`config.mk`:
```
export PLATFORM = sky130hd
export DESIGN_NAME = sqr3_sound
export DESIGN_NICKNAME = d
export VERILOG_FILES = /design/src/rtl/sqr3_pkg.sv /design/src/rtl/sqr3_ctrl.sv /design/src/rtl/sqr3_chan.sv /design/src/rtl/sqr3_datapath.sv /design/src/rtl/sqr3_sound.sv
export SDC_FILE = /design/constraint.sdc
export NUM_CORES = 1
export LEC_CHECK = 0
export ABC_AREA = 1
export BUFFER_PORTS_ARGS = -buffer_cell sky130_fd_sc_hd__buf_4
export CORE_MARGIN = 5
export CORE_UTILIZATION = 60
export CTS_BUF_LIST = sky130_fd_sc_hd__clkbuf_4 sky130_fd_sc_hd__clkbuf_8 sky130_fd_sc_hd__clkbuf_16
export DETAILED_ROUTE_END_ITERATION = 10
export PLACE_DENSITY = 0.8
export SYNTH_ARGS = -nofsm -noshare
export SYNTH_HDL_FRONTEND = slang
export SYNTH_SLANG_ARGS = --single-unit
```
`constraint.sdc`:
```
create_clock -name clk -period 1.6 [get_ports clk]
set_input_delay 0.08 -clock clk [delete_from_list [all_inputs] [get_ports clk]]
set_output_delay 0.08 -clock clk [all_outputs]
set_load 0.01 [all_outputs]
```
`src/rtl/sqr3_pkg.sv`:
```
package sqr3_pkg;
  localparam int PER_W = 6;  // period field width
  localparam int IDX_W = 4;  // channel index width in the strobe bundle

  typedef struct packed {
    logic             preTick;   // shared prescaler expiry
    logic             sndOn;     // global enable
    logic             perWrite;  // period write this cycle
    logic [IDX_W-1:0] perIdx;    // target channel of the period write
    logic [PER_W-1:0] perVal;    // new period value
  } toneCtrl_t;
endpackage

```
`src/rtl/sqr3_ctrl.sv`:
```
module sqr3_ctrl
  import sqr3_pkg::*;
#(
  parameter int         NUM_CH    = 3,
  parameter int         DIV_LOG2  = 10,
  parameter logic [7:0] BASE_ADDR = 8'hF8
) (
  input  logic      clk,
  input  logic      rst_n,
  input  logic      baseTick,
  input  logic      ioWrite,
  input  logic [7:0] ioAddr,
  input  logic [7:0] ioData,
  output toneCtrl_t strobes,
  output logic      effectFlag
);
  localparam logic [7:0] CTRL_ADDR = BASE_ADDR + 8'(NUM_CH);

  logic [DIV_LOG2-1:0] preCnt;
  logic                sndOn;
  logic [7:0]          addrOff;
  logic                chanHit;
  logic                ctrlHit;
  logic [7:0]          unusedOff;

  // prescaler advances only on active base ticks
  always_ff @(posedge clk) begin
    if (!rst_n)        preCnt <= '0;
    else if (baseTick) preCnt <= preCnt + 1'b1;
  end

  assign addrOff   = ioAddr - BASE_ADDR;
  assign chanHit   = ioWrite && (ioAddr >= BASE_ADDR) && (ioAddr < CTRL_ADDR);
  assign ctrlHit   = ioWrite && (ioAddr == CTRL_ADDR);
  assign unusedOff = {addrOff[7:IDX_W], {IDX_W{1'b0}}};

  always_ff @(posedge clk) begin
    if (!rst_n) begin
      sndOn      <= 1'b0;
      effectFlag <= 1'b0;
    end else if (ctrlHit) begin
      sndOn      <= ioData[1];
      effectFlag <= ioData[0];
    end
  end

  always_comb begin
    strobes.preTick  = baseTick && (preCnt == '1);
    strobes.sndOn    = sndOn;
    strobes.perWrite = chanHit;
    strobes.perIdx   = addrOff[IDX_W-1:0];
    strobes.perVal   = ioData[PER_W-1:0];
  end
endmodule

```
`src/rtl/sqr3_chan.sv`:
```
module sqr3_chan
  import sqr3_pkg::*;
(
  input  logic             clk,
  input  logic             rst_n,
  input  logic             preTick,
  input  logic             sndOn,
  input  logic             perWrite,
  input  logic [PER_W-1:0] perVal,
  output logic             level
);
  localparam logic [PER_W-1:0] FREEZE     = '1;
  localparam logic [PER_W-1:0] RELOAD_TOP = FREEZE - 1'b1;

  logic [PER_W-1:0] period;
  logic [PER_W-1:0] cnt;
  logic             advance;

  assign advance = preTick && sndOn && (period != FREEZE);

  always_ff @(posedge clk) begin
    if (!rst_n) begin
      period <= '0;
      cnt    <= '0;
      level  <= 1'b0;
    end else begin
      if (perWrite) period <= perVal;
      if (advance) begin
        if (cnt == '0) begin
          cnt   <= RELOAD_TOP - period;
          level <= ~level;
        end else begin
          cnt <= cnt - 1'b1;
        end
      end
    end
  end
endmodule

```
`src/rtl/sqr3_datapath.sv`:
```
module sqr3_datapath
  import sqr3_pkg::*;
#(
  parameter int NUM_CH = 3,
  parameter int AMP_W  = 4
) (
  input  logic             clk,
  input  logic             rst_n,
  input  toneCtrl_t        strobes,
  output logic [AMP_W-1:0] ampOut
);
  logic [NUM_CH-1:0] levels;
  logic [AMP_W-1:0]  mixSum;

  for (genvar g = 0; g < NUM_CH; g++) begin : g_chan
    logic wrThis;
    assign wrThis = strobes.perWrite && (strobes.perIdx == IDX_W'(g));
    sqr3_chan u_chan (
      .clk     (clk),
      .rst_n   (rst_n),
      .preTick (strobes.preTick),
      .sndOn   (strobes.sndOn),
      .perWrite(wrThis),
      .perVal  (strobes.perVal),
      .level   (levels[g])
    );
  end

  // channel k weighs k+2: about 0, +3, +6 dB for three channels
  always_comb begin
    mixSum = '0;
    for (int i = 0; i < NUM_CH; i++) begin
      if (levels[i]) mixSum = mixSum + AMP_W'(i + 2);
    end
  end

  assign ampOut = strobes.sndOn ? mixSum : '0;
endmodule

```
`src/rtl/sqr3_sound.sv`:
```
module sqr3_sound
  import sqr3_pkg::*;
#(
  parameter int         NUM_CH    = 3,
  parameter int         DIV_LOG2  = 10,
  parameter int         AMP_W     = 4,
  parameter logic [7:0] BASE_ADDR = 8'hF8
) (
  input  logic             clk,
  input  logic             rst_n,
  input  logic             baseTick,
  input  logic             ioWrite,
  input  logic [7:0]       ioAddr,
  input  logic [7:0]       ioData,
  output logic [AMP_W-1:0] ampOut,
  output logic             effectFlag
);
  toneCtrl_t strobes;
  logic [1:0] unusedData;

  assign unusedData = ioData[7:6];

  sqr3_ctrl #(
    .NUM_CH   (NUM_CH),
    .DIV_LOG2 (DIV_LOG2),
    .BASE_ADDR(BASE_ADDR)
  ) u_ctrl (
    .clk       (clk),
    .rst_n     (rst_n),
    .baseTick  (baseTick),
    .ioWrite   (ioWrite),
    .ioAddr    (ioAddr),
    .ioData    (ioData),
    .strobes   (strobes),
    .effectFlag(effectFlag)
  );

  sqr3_datapath #(
    .NUM_CH(NUM_CH),
    .AMP_W (AMP_W)
  ) u_dp (
    .clk    (clk),
    .rst_n  (rst_n),
    .strobes(strobes),
    .ampOut (ampOut)
  );
endmodule

```
==> results.py <==
metrics = {
    "outcome": {
        "status": "complete, no violations",
    },
    "clocking": {
        "ctsRootBufferMaster": "clkbuf_8",
        "htreeDepth": 2,
        "path_clk_slew_ns": 0.09,
        "cts_made_buffers": 5,
        "clock_path_buffers": 2,
        "cts_tree": "yes",
        "insertion_delay_ns": 0.31,
        "ctsHoldBuffers": 0,
        "clkSinkCount": 51,
    },
    "sta": {
        "final.min_clock_period_ns": 1.51,
        "worst_hold_slack_ns": 0.0325,
        "maxSlewHeadroom_pct": 71.6,
        "timing.final.hold_violations": 0,
        "timing.final.crit_share_pct": 94.5,
        "fmax_mhz": 661,
        "setup_viol": 0,
        "tightest_slew_ns": 0.426,
        "fin_skew_ns": 0.00623,
        "drv_slew": 0,
    },
    "synth": {
        "yosysSeqAreaShare_pct": 33.3,
        "syn_inst": 477,
        "async_flop_share_pct": 0,
        "avgSynthCellArea_um2": 6.43,
        "syn_area_um2": 3070,
        "synth_flop_cell": "dfxtp_1",
        "synth-edff-count": 0,
        "synthDistinctLibCells": 26,
        "yosysWarnings": 0,
        "ys_ff_latch": 51,
        "synth.net_count": 512,
    },
    "placed_design": {
        "post-place-cells": 569,
        "io_buffers": 22,
        "place.gp.congestion": 0.858,
        "post-dp-hpwl_mm": 5.14,
    },
    "final_layout": {
        "fillers": 473,
        "layout.cells.non_filler": 578,
        "drive_above_1_share_pct": 12.0,
        "antennaDiodeCount": 0,
        "nets": 542,
        "syn_to_final_growth_pct": 12.8,
    },
    "grt": {
        "grt-ovfl-total": 0,
        "met3_usage_pct": 4.50,
        "grt_max_degree": 26,
        "grt_util_met2_pct": 40.4,
        "grt_use_total_pct": 22.6,
        "antenna_found_initial": 0,
        "grtUsageMet1_pct": 26.1,
        "grt_pass1_wl_mm": 11.8,
        "grt_pass1_vias": 2878,
        "grt_busiest_layer": "met2",
    },
    "detailed_routing": {
        "vias": 3026,
        "wire_per_inst_um": 11.7,
        "routed_wl_mm": 6.76,
        "drt-initial-drc-count": 198,
        "drt-pass1-iter-count": 5,
        "via_per_inst": 5.24,
        "ant_nets": 0,
        "drc_errors": 0,
    },
    "setup_path": {
        "path_max_fanout": 3,
        "worst_ep_required_time_ns": 1.80,
        "end_kind": "flop",
        "cp-start-kind": "flop",
        "critical_path_class": "flop to flop",
        "worst_ep_arrival_time_ns": 1.72,
    },
    "floorplanning": {
        "core-area_um2": 5040,
        "floorplan.initialDensity_pct": 60.9,
        "chipWidth_um": 81.5,
        "dieArea_um2": 6650,
        "die_h_um": 81.5,
        "rows": 26,
        "ios": 25,
    },
    "pwr": {
        "p_int_mw": 1.63,
        "power.leakage_nw": 1.52,
        "switching_share_pct": 23.4,
        "cellPowerDensity_nw_per_um2": 614,
        "seqPwrFrac_pct": 60.2,
        "irDropWorstVdd_v": 0.000432,
        "power_switching_mw": 0.498,
        "power_frac_comb_pct": 5.5,
        "power.share.clock_pct": 34.3,
    },
    "job": {
        "drv_cap": 0,
    },
    "worst_hold_path": {
        "hp-class": "input pin to flop",
    },
}
-- synthesized netlist by cell type (4+ instances only) --
cell	instances	area, µm²
nand2_1	85	319
nor2_1	85	319
inv_1	72	270
dfxtp_1	51	1020
o21ai_0	49	245
nand3_1	48	240
a21oi_1	31	155
ha_1	15	188
nand4_1	6	37.5
nor2_4	5	56.3
nor2_2	4	25.0
xor2_1	4	35.0
-- cells in the final DEF, fill, tap and decap left out --
cell type	n
nand3_4	1
nand3_2	2
o21bai_1	1
nor2_2	5
inv_1	71
o21ai_1	3
o21ai_0	49
dfxtp_1	50
nand2_4	1
ha_1	14
nand4_1	6
nor3_1	2
nor2_1	81
and3_1	1
buf_4	30
nand3_1	46
nor2_4	8
clkinv_2	3
clkbuf_8	5
dfxtp_2	1
ha_2	1
nand2_2	3
a21oi_1	31
xnor2_1	1
xor2_1	4
inv_2	1
nand2_1	84
nand3b_1	3
-- per-stage QoR --
stage,total power [mW],utilization (%),TNS (ns),setup slack (ns),cell area [µm²]
2_1_floorplan,1.37,-,0,0.265,3070
3_3_place_gp,1.42,66.0,0,0.0693,3330
3_5_place_dp,1.42,66.0,0,0.0265,3330
4_1_cts,2.14,67.7,0,0.00706,3410
5_1_grt,2.22,68.6,-0.0165,-0.0165,3460
6_report,2.13,68.6,0,0.0877,3460
-- worst paths after layout --
kind	cells past startpoint	start	endpoint	slack, ns
setup reg to reg	8	u_ctrl.preCnt[0]$_SDFFE_PN0P_	u_dp.g_chan[2].u_chan.cnt[2]$_SDFFE_PN0P_	0.09
hold reg to reg	2	u_dp.g_chan[0].u_chan.period[3]$_SDFFE_PN0P_	u_dp.g_chan[0].u_chan.period[3]$_SDFFE_PN0P_	0.48
setup / recovery	8	u_ctrl.preCnt[0]$_SDFFE_PN0P_	u_dp.g_chan[2].u_chan.cnt[2]$_SDFFE_PN0P_	0.09
hold / removal	2	baseTick	u_ctrl.preCnt[1]$_SDFFE_PN0P_	0.03
-- per-layer routing --
metal / part of all wire (%) / vias to the layer above / wire length (µm)
met5: 0 / - / 0
met4: 2.1 / 0 / 139
met3: 3.2 / 15 / 214
met2: 50 / 51 / 3400
met1: 44 / 1380 / 3010
li1: - / 1580 / -
-- cell families (layout without fill, tap and decap cells) --
logic type / after synthesis / count (layout) / share of synthesized area [%]
AND/OR/NAND/NOR: 243 / 243 / 35.1
XOR/XNOR: 5 / 5 / 1.43
flip-flops: 51 / 51 / 33.3
adder cells (fa/ha/maj): 15 / 15 / 6.11
buffers and inverters: 79 / 110 / 10.3
AO/OA/AOI/OAI: 84 / 84 / 13.8
-- timing repair --
item | in CTS | in global routing
hold endpoints to repair | 0 | 0
setup endpoints to repair | 0 | 20
buffers inserted | 0 | 1
gates resized for setup | 0 | 13
-- power by group through the flow --
stage	combinational, mW	sequential, mW	clock (mW)
final	0.116	1.28	0.729
after global routing	0.129	1.28	0.812
after CTS	0.115	1.28	0.744
after detailed placement	0.114	1.31	0
after global placement	0.111	1.31	0
after floorplan	0.0608	1.31	0
-- area by class of cell --
type                            count  area [µm²]  area share [%]
Inverter                           72         270            7.81
Clock buffer                        5        68.8            1.99
Tap cell                           70        87.6            2.53
Multi-Input combinational cell    347        1770            51.2
Clock inverter                      3        15.0           0.434
Sequential cell                    51        1020            29.5
Timing Repair Buffer               30         225            6.51
-- state kept, by name, summed over array words and instances, names as in the netlist --
register,flops
u_dp.g_chan.u_chan.cnt,18
u_dp.g_chan.u_chan.period,18
u_ctrl.preCnt,10
u_dp.g_chan.u_chan.level,3
u_ctrl.effectFlag,1
u_ctrl.sndOn,1
-- critical path: stages (launching register included) --
cell	delay (ns)
dfxtp_1	0.35
ha_2	0.20
inv_1	0.08
nor2_4	0.15
nand2_1	0.09
nor2_2	0.18
nand2_1	0.15
nor2_1	0.14
nor2_1	0.05
Power figures use the tool's default switching activity.
